===== src/rtl/pps_pkg.sv =====
package pps_pkg;

    typedef enum logic [2:0] {
        SEQ_IDLE = 3'd0,
        SEQ_UP_A = 3'd1,
        SEQ_UP_B = 3'd2,
        SEQ_DN_A = 3'd3,
        SEQ_DN_B = 3'd4
    } seq_state_e;

    typedef struct packed {
        logic core_down;
        logic clamp_early;
        logic clamp_main;
    } pad_ctl_t;

    localparam pad_ctl_t PADS_ISOLATED = '{core_down: 1'b1, clamp_early: 1'b1, clamp_main: 1'b1};

    typedef struct packed {
        seq_state_e st;
        pad_ctl_t   pads;
        logic       en_ack;
        logic       dis_ack;
        logic       err;
    } seq_regs_t;

endpackage


===== src/rtl/pps_gap_timer.sv =====
module pps_gap_timer #(
    parameter int GAP_CYCLES = 20000
) (
    input  logic clk,
    input  logic rst_n,
    input  logic start,
    output logic expired
);
    localparam int TW = (GAP_CYCLES < 2) ? 1 : $clog2(GAP_CYCLES);
    localparam logic [TW-1:0] LOAD = TW'(GAP_CYCLES - 1);

    logic [TW-1:0] cnt_d, cnt_q;
    logic          run_d, run_q;

    always_comb begin
        cnt_d = cnt_q;
        run_d = run_q;
        if (start) begin
            cnt_d = LOAD;
            run_d = 1'b1;
        end else if (run_q) begin
            if (cnt_q == '0) run_d = 1'b0;
            else             cnt_d = cnt_q - 1'b1;
        end
    end

    always_ff @(posedge clk or negedge rst_n) begin
        if (!rst_n) begin
            cnt_q <= '0;
            run_q <= 1'b0;
        end else begin
            cnt_q <= cnt_d;
            run_q <= run_d;
        end
    end

    assign expired = run_q && (cnt_q == '0);

    // a gap expires once and then stays quiet until restarted
    single_expiry_chk: assert property (@(posedge clk) disable iff (!rst_n)
        (expired && !start) |=> !expired);

endmodule


===== src/rtl/pps_refcnt.sv =====
module pps_refcnt #(
    parameter int CNT_W = 8
) (
    input  logic clk,
    input  logic rst_n,
    input  logic inc,
    input  logic dec,
    input  logic clr,
    output logic is_zero,
    output logic is_one
);
    localparam logic [CNT_W-1:0] CNT_MAX = {CNT_W{1'b1}};

    logic [CNT_W-1:0] cnt_d, cnt_q;

    always_comb begin
        cnt_d = cnt_q;
        if (clr)                          cnt_d = '0;
        else if (inc && cnt_q != CNT_MAX) cnt_d = cnt_q + 1'b1;
        else if (dec && cnt_q != '0)      cnt_d = cnt_q - 1'b1;
    end

    always_ff @(posedge clk or negedge rst_n) begin
        if (!rst_n) cnt_q <= '0;
        else        cnt_q <= cnt_d;
    end

    assign is_zero = (cnt_q == '0);
    assign is_one  = (cnt_q == CNT_W'(1));


    sat_hold_chk: assert property (@(posedge clk) disable iff (!rst_n)
        (cnt_q == CNT_MAX && inc && !clr) |=> (cnt_q == CNT_MAX));


    no_underflow_chk: assert property (@(posedge clk) disable iff (!rst_n)
        !(dec && cnt_q == '0));

endmodule


===== src/rtl/pad_pwr_seq.sv =====
module pad_pwr_seq #(
    parameter int GAP_CYCLES = 20000,
    parameter int CNT_W      = 8
) (
    input  logic clk,
    input  logic rst_n,
    input  logic en_req,
    input  logic dis_req,
    input  logic force_off,
    output logic en_ack,
    output logic dis_ack,
    output logic unbal_err,
    output logic busy,
    output logic core_down,
    output logic clamp_early,
    output logic clamp_main
);
    import pps_pkg::*;

    seq_regs_t r_d, r_q;
    logic tmr_start, tmr_expired;
    logic cnt_inc, cnt_dec, cnt_clr, cnt_zero, cnt_one;

    pps_gap_timer #(.GAP_CYCLES(GAP_CYCLES)) u_gap (
        .clk     (clk),
        .rst_n   (rst_n),
        .start   (tmr_start),
        .expired (tmr_expired)
    );

    pps_refcnt #(.CNT_W(CNT_W)) u_cnt (
        .clk     (clk),
        .rst_n   (rst_n),
        .inc     (cnt_inc),
        .dec     (cnt_dec),
        .clr     (cnt_clr),
        .is_zero (cnt_zero),
        .is_one  (cnt_one)
    );

    always_comb begin
        r_d         = r_q;
        r_d.en_ack  = 1'b0;
        r_d.dis_ack = 1'b0;
        r_d.err     = 1'b0;
        tmr_start   = 1'b0;
        cnt_inc     = 1'b0;
        cnt_dec     = 1'b0;
        cnt_clr     = 1'b0;
        unique case (r_q.st)
            SEQ_IDLE: begin
                if (force_off) begin
                    cnt_clr = 1'b1;
                    if (cnt_zero) begin
                        r_d.dis_ack = 1'b1;
                    end else begin
                        r_d.pads.core_down = 1'b1;
                        r_d.st             = SEQ_DN_A;
                        tmr_start          = 1'b1;
                    end
                end else if (en_req) begin
                    cnt_inc = 1'b1;
                    if (cnt_zero) begin
                        r_d.pads.clamp_main = 1'b0;
                        r_d.st              = SEQ_UP_A;
                        tmr_start           = 1'b1;
                    end else begin
                        r_d.en_ack = 1'b1;
                    end
                end else if (dis_req) begin
                    if (cnt_zero) begin
                        r_d.err = 1'b1;
                    end else begin
                        cnt_dec = 1'b1;
                        if (cnt_one) begin
                            r_d.pads.core_down = 1'b1;
                            r_d.st             = SEQ_DN_A;
                            tmr_start          = 1'b1;
                        end else begin
                            r_d.dis_ack = 1'b1;
                        end
                    end
                end
            end
            SEQ_UP_A: if (tmr_expired) begin
                r_d.pads.clamp_early = 1'b0;
                r_d.st               = SEQ_UP_B;
                tmr_start            = 1'b1;
            end
            SEQ_UP_B: if (tmr_expired) begin
                r_d.pads.core_down = 1'b0;
                r_d.st             = SEQ_IDLE;
                r_d.en_ack         = 1'b1;
            end
            SEQ_DN_A: if (tmr_expired) begin
                r_d.pads.clamp_early = 1'b1;
                r_d.st               = SEQ_DN_B;
                tmr_start            = 1'b1;
            end
            SEQ_DN_B: if (tmr_expired) begin
                r_d.pads.clamp_main = 1'b1;
                r_d.st              = SEQ_IDLE;
                r_d.dis_ack         = 1'b1;
            end
            default: r_d.st = SEQ_IDLE;
        endcase
    end

    always_ff @(posedge clk or negedge rst_n) begin
        if (!rst_n) begin
            r_q.st      <= SEQ_IDLE;
            r_q.pads    <= PADS_ISOLATED;
            r_q.en_ack  <= 1'b0;
            r_q.dis_ack <= 1'b0;
            r_q.err     <= 1'b0;
        end else begin
            r_q <= r_d;
        end
    end

    assign busy        = (r_q.st != SEQ_IDLE);
    assign en_ack      = r_q.en_ack;
    assign dis_ack     = r_q.dis_ack;
    assign unbal_err   = r_q.err;
    assign core_down   = r_q.pads.core_down;
    assign clamp_early = r_q.pads.clamp_early;
    assign clamp_main  = r_q.pads.clamp_main;


    core_order_chk: assert property (@(posedge clk) disable iff (!rst_n)
        !core_down |-> (!clamp_early && !clamp_main));


    clamp_order_chk: assert property (@(posedge clk) disable iff (!rst_n)
        !clamp_early |-> !clamp_main);


    one_step_chk: assert property (@(posedge clk) disable iff (!rst_n)
        $countones({core_down, clamp_early, clamp_main} ^
                   $past({core_down, clamp_early, clamp_main})) <= 1);

    // at rest the pads match the count
    rest_state_chk: assert property (@(posedge clk) disable iff (!rst_n)
        !busy |-> (cnt_zero ? (core_down && clamp_early && clamp_main)
                            : (!core_down && !clamp_early && !clamp_main)));


    err_quiet_chk: assert property (@(posedge clk) disable iff (!rst_n)
        unbal_err |-> $stable({core_down, clamp_early, clamp_main}));


    pulse_excl_chk: assert property (@(posedge clk) disable iff (!rst_n)
        $onehot0({en_ack, dis_ack, unbal_err}));


    busy_no_ack_chk: assert property (@(posedge clk) disable iff (!rst_n)
        (busy && !tmr_expired) |=> !(en_ack || dis_ack || unbal_err));

endmodule


===== config.mk =====
export PLATFORM = sky130hd
export DESIGN_NAME = pad_pwr_seq
export DESIGN_NICKNAME = d
export VERILOG_FILES = /design/src/rtl/pps_pkg.sv /design/src/rtl/pps_gap_timer.sv /design/src/rtl/pps_refcnt.sv /design/src/rtl/pad_pwr_seq.sv
export SDC_FILE = /design/constraint.sdc
export NUM_CORES = 1
export LEC_CHECK = 0
export ABC_AREA = 0
export BUFFER_PORTS_ARGS = -buffer_cell sky130_fd_sc_hd__buf_2
export CAP_MARGIN = 20
export CORE_ASPECT_RATIO = 0.5
export CORE_MARGIN = 10
export CORE_UTILIZATION = 45
export CTS_BUF_LIST = sky130_fd_sc_hd__clkbuf_8
export DETAILED_ROUTE_END_ITERATION = 7
export SYNTH_ARGS = -nofsm -noshare
export SYNTH_HDL_FRONTEND = slang
export SYNTH_HIERARCHICAL = 1
export SYNTH_SLANG_ARGS = --single-unit
export TNS_END_PERCENT = 100

===== constraint.sdc =====
create_clock -name clk -period 4 [get_ports clk]
set_input_delay 0.4 -clock clk [delete_from_list [all_inputs] [get_ports clk]]
set_output_delay 0.4 -clock clk [all_outputs]
set_load 0.03 [all_outputs]

==> results_dict.tcl <==
set metrics [dict create \
    clkSinkCount 33 \
    status "completed" \
    path_class "flip-flop to flip-flop" \
    dp_slack_ps 987 \
    min_period_ps 3060 \
    synth_cell_type_count 61 \
    wl_per_cell_um 15.9 \
    gp_congestion 0.798 \
    clkTransAtPathRegs_ps 70 \
    avgViaCountPerCell 6.05 \
    relSlewSlack 0.472 \
    hold_violations 0 \
    mostFrequentLayoutCells "dfrtp_1 (30), nor2_1 (19), nand2_1 (16), inv_1 (14)" \
    synth_ff_type "dfrtp_1" \
    cts_tree "yes" \
    worstPathRequired_ps 4160 \
    ctsHoldBuffers 0 \
    finalClockSkew_ps 8.44 \
    syn-cell-area_mm2 0.00211 \
    start_util 0.473 \
    num_rows 17 \
    cts_buffers 5 \
    io_buffer_count 11 \
    drtPass1Iterations 4 \
    synth_edf_count 0 \
    postSynthAreaPerCell_um2 9.48 \
    grt_max_degree 34 \
    synthCells 223 \
    drcViolationCount 0 \
    ios 12 \
    grt_pass1_vias 1655 \
    critical_path_arrival_ps 3230 \
    drv_cap 0 \
    rrSetupSlack_ps 940 \
    fin_ws_ps 938 \
    grt.total_usage 0.123 \
    vias 1767 \
    wl_um 4660 \
    fillers 429 \
    nets 244 \
    layout_commonest_cell "dfrtp_1" \
    cts_resized 0 \
    p_leak_nw 0.920 \
    worst_slew_pin_slew_ps 785 \
    synth.ff_latch_count 33 \
    die-area_mm2 0.00801 \
    finalSetupTns_ps 0 \
    drt_iter0_drc 85 \
    clk_path_buf_depth 2 \
    finalPower_uw 590 \
    post-route-period-util 0.766 \
    antenna_cells 0 \
    hold_path_class "primary input to asynchronous set/reset pin" \
    finalInstanceArea_mm2 0.00227 \
    rsz0062_at_grt "no" \
    gr-total-overflow 0 \
    seq_area_frac_synth 0.392 \
    max_freq_mhz 327 \
    antenna_found_initial 0 \
    cts_setup_buffers 0 \
    placed_area_mm2 0.00219 \
    stdcell_count 292 \
    cts-root-buf "clkbuf_8" \
    insertion_delay_ps 280 \
    startpoint_type "flip-flop" \
    multi_input_area_mm2 0.00118 \
    critPathMaxFanout 15 \
    ir_drop_mv 0.107 \
    fp.dieH_um 68.5 \
    place_inst 284 \
    synth-async-reset-ratio 1.00 \
    yosys_warnings 6 \
    power.density_mw_per_mm2 260 \
    htree_levels 2 \
    fp.dieW_um 117 \
    report.final.slew_viol_count 0 \
    grt_pass1_wl_um 7930 \
    ant_nets 0 \
    core_mm2 0.00447 \
    setup_viol 0 \
    dp_hpwl_um 3280 \
    syn_nets 233 \
    cp-end-kind "flip-flop" \
    ff_latch_area_um2 830 \
    drive_above_1_share 0.196 \
    area_growth_pct 7.46 \
]
-- per-layer routing --
layer | up-vias | track usage | share of wire
li1 | 873 | - | -
met3 | 4 | 0.0323 | 0.030
met4 | 0 | 0.0489 | 0.010
met1 | 862 | 0.147 | 0.48
met5 | - | 0 | 0
met2 | 28 | 0.212 | 0.48
-- power breakdown --
group / switching [mW] / internal (mW) / total [mW]
Sequential: 0.00187 / 0.335 / 0.337
Combinational: 0.0134 / 0.00562 / 0.0190
Clock: 0.119 / 0.116 / 0.235
-- worst paths after layout --
kind | startpoint | end | depth (start not counted)
min in group clk | force_off | unbal_err | 2
worst max-delay path | u_cnt/cnt_q[0] | u_gap/cnt_q[3] | 11
worst min-delay path | rst_n | u_gap/cnt_q[14] | 1
worst min register to register | clamp_early | clamp_early | 2
max in group asynchronous | rst_n | u_gap/cnt_q[5] | 1
worst max register to register | u_cnt/cnt_q[0] | u_gap/cnt_q[3] | 11
-- sequential cells by signal, indices dropped and copies added (netlist names) --
signal	cells
dis_ack	1
clamp_early	1
r_q	3
clamp_main	1
en_ack	1
u_gap/run_q	1
core_down	1
u_gap/cnt_q	15
u_cnt/cnt_q	8
unbal_err	1
-- cells by family (layout without fill, tap and decap cells) --
kind of cell    after synthesis  after routing  synth area share
compound gates               57             57             0.198
fa+ha+maj                     5              5            0.0296
buf+inv                      20             32            0.0497
flops                        33             33             0.392
mux                           6              6            0.0325
simple gates                102            102             0.298
-- critical path: stages (launching register included) --
cell and delay (ps):
dfrtp_1 470, inv_1 130, ha_1 170, or3b_2 500
nor2_1 370, nor4bb_1 140, o31ai_1 320, a21oi_1 110
buf_4 200, inv_1 190, o21ai_0 120, a31o_1 210
-- cell usage after synthesis, types with 4 or more instances --
| master | instances | area (µm²) |
|---|---|---|
| nand3_1 | 6 | 30.0 |
| nor2_1 | 19 | 71.3 |
| or4_1 | 6 | 45.0 |
| inv_1 | 11 | 41.3 |
| nor4_1 | 6 | 37.5 |
| o31ai_1 | 6 | 45.0 |
| nor4b_1 | 4 | 35.0 |
| or3_1 | 4 | 25.0 |
| nor3_1 | 5 | 25.0 |
| nor2b_1 | 6 | 37.5 |
| nand2_1 | 16 | 60.1 |
| clkbuf_1 | 4 | 15.0 |
| ha_1 | 5 | 62.6 |
| o21ai_0 | 9 | 45.0 |
| dfrtp_1 | 30 | 751 |
| a21oi_1 | 11 | 55.1 |
| or2_2 | 4 | 25.0 |
| buf_6 | 4 | 45.0 |
-- per-stage QoR --
stage | utilization | hold slack (ps)
after floorplan | - | 104
after global placement | 0.491 | 466
after detailed placement | 0.491 | 478
after CTS | 0.509 | 207
after global routing | 0.509 | 242
final | 0.509 | 185
-- layout make-up --
| class | count | share of cell area |
|---|---|---|
| multi-input cells | 170 | 0.519 |
| flip-flops and latches | 33 | 0.365 |
| well taps | 57 | 0.0314 |
| repair buffers | 13 | 0.0308 |
| clock buffers | 5 | 0.0303 |
| inverters | 11 | 0.0182 |
| clock inverters | 3 | 0.00496 |
(Power assumes the default switching activity.)
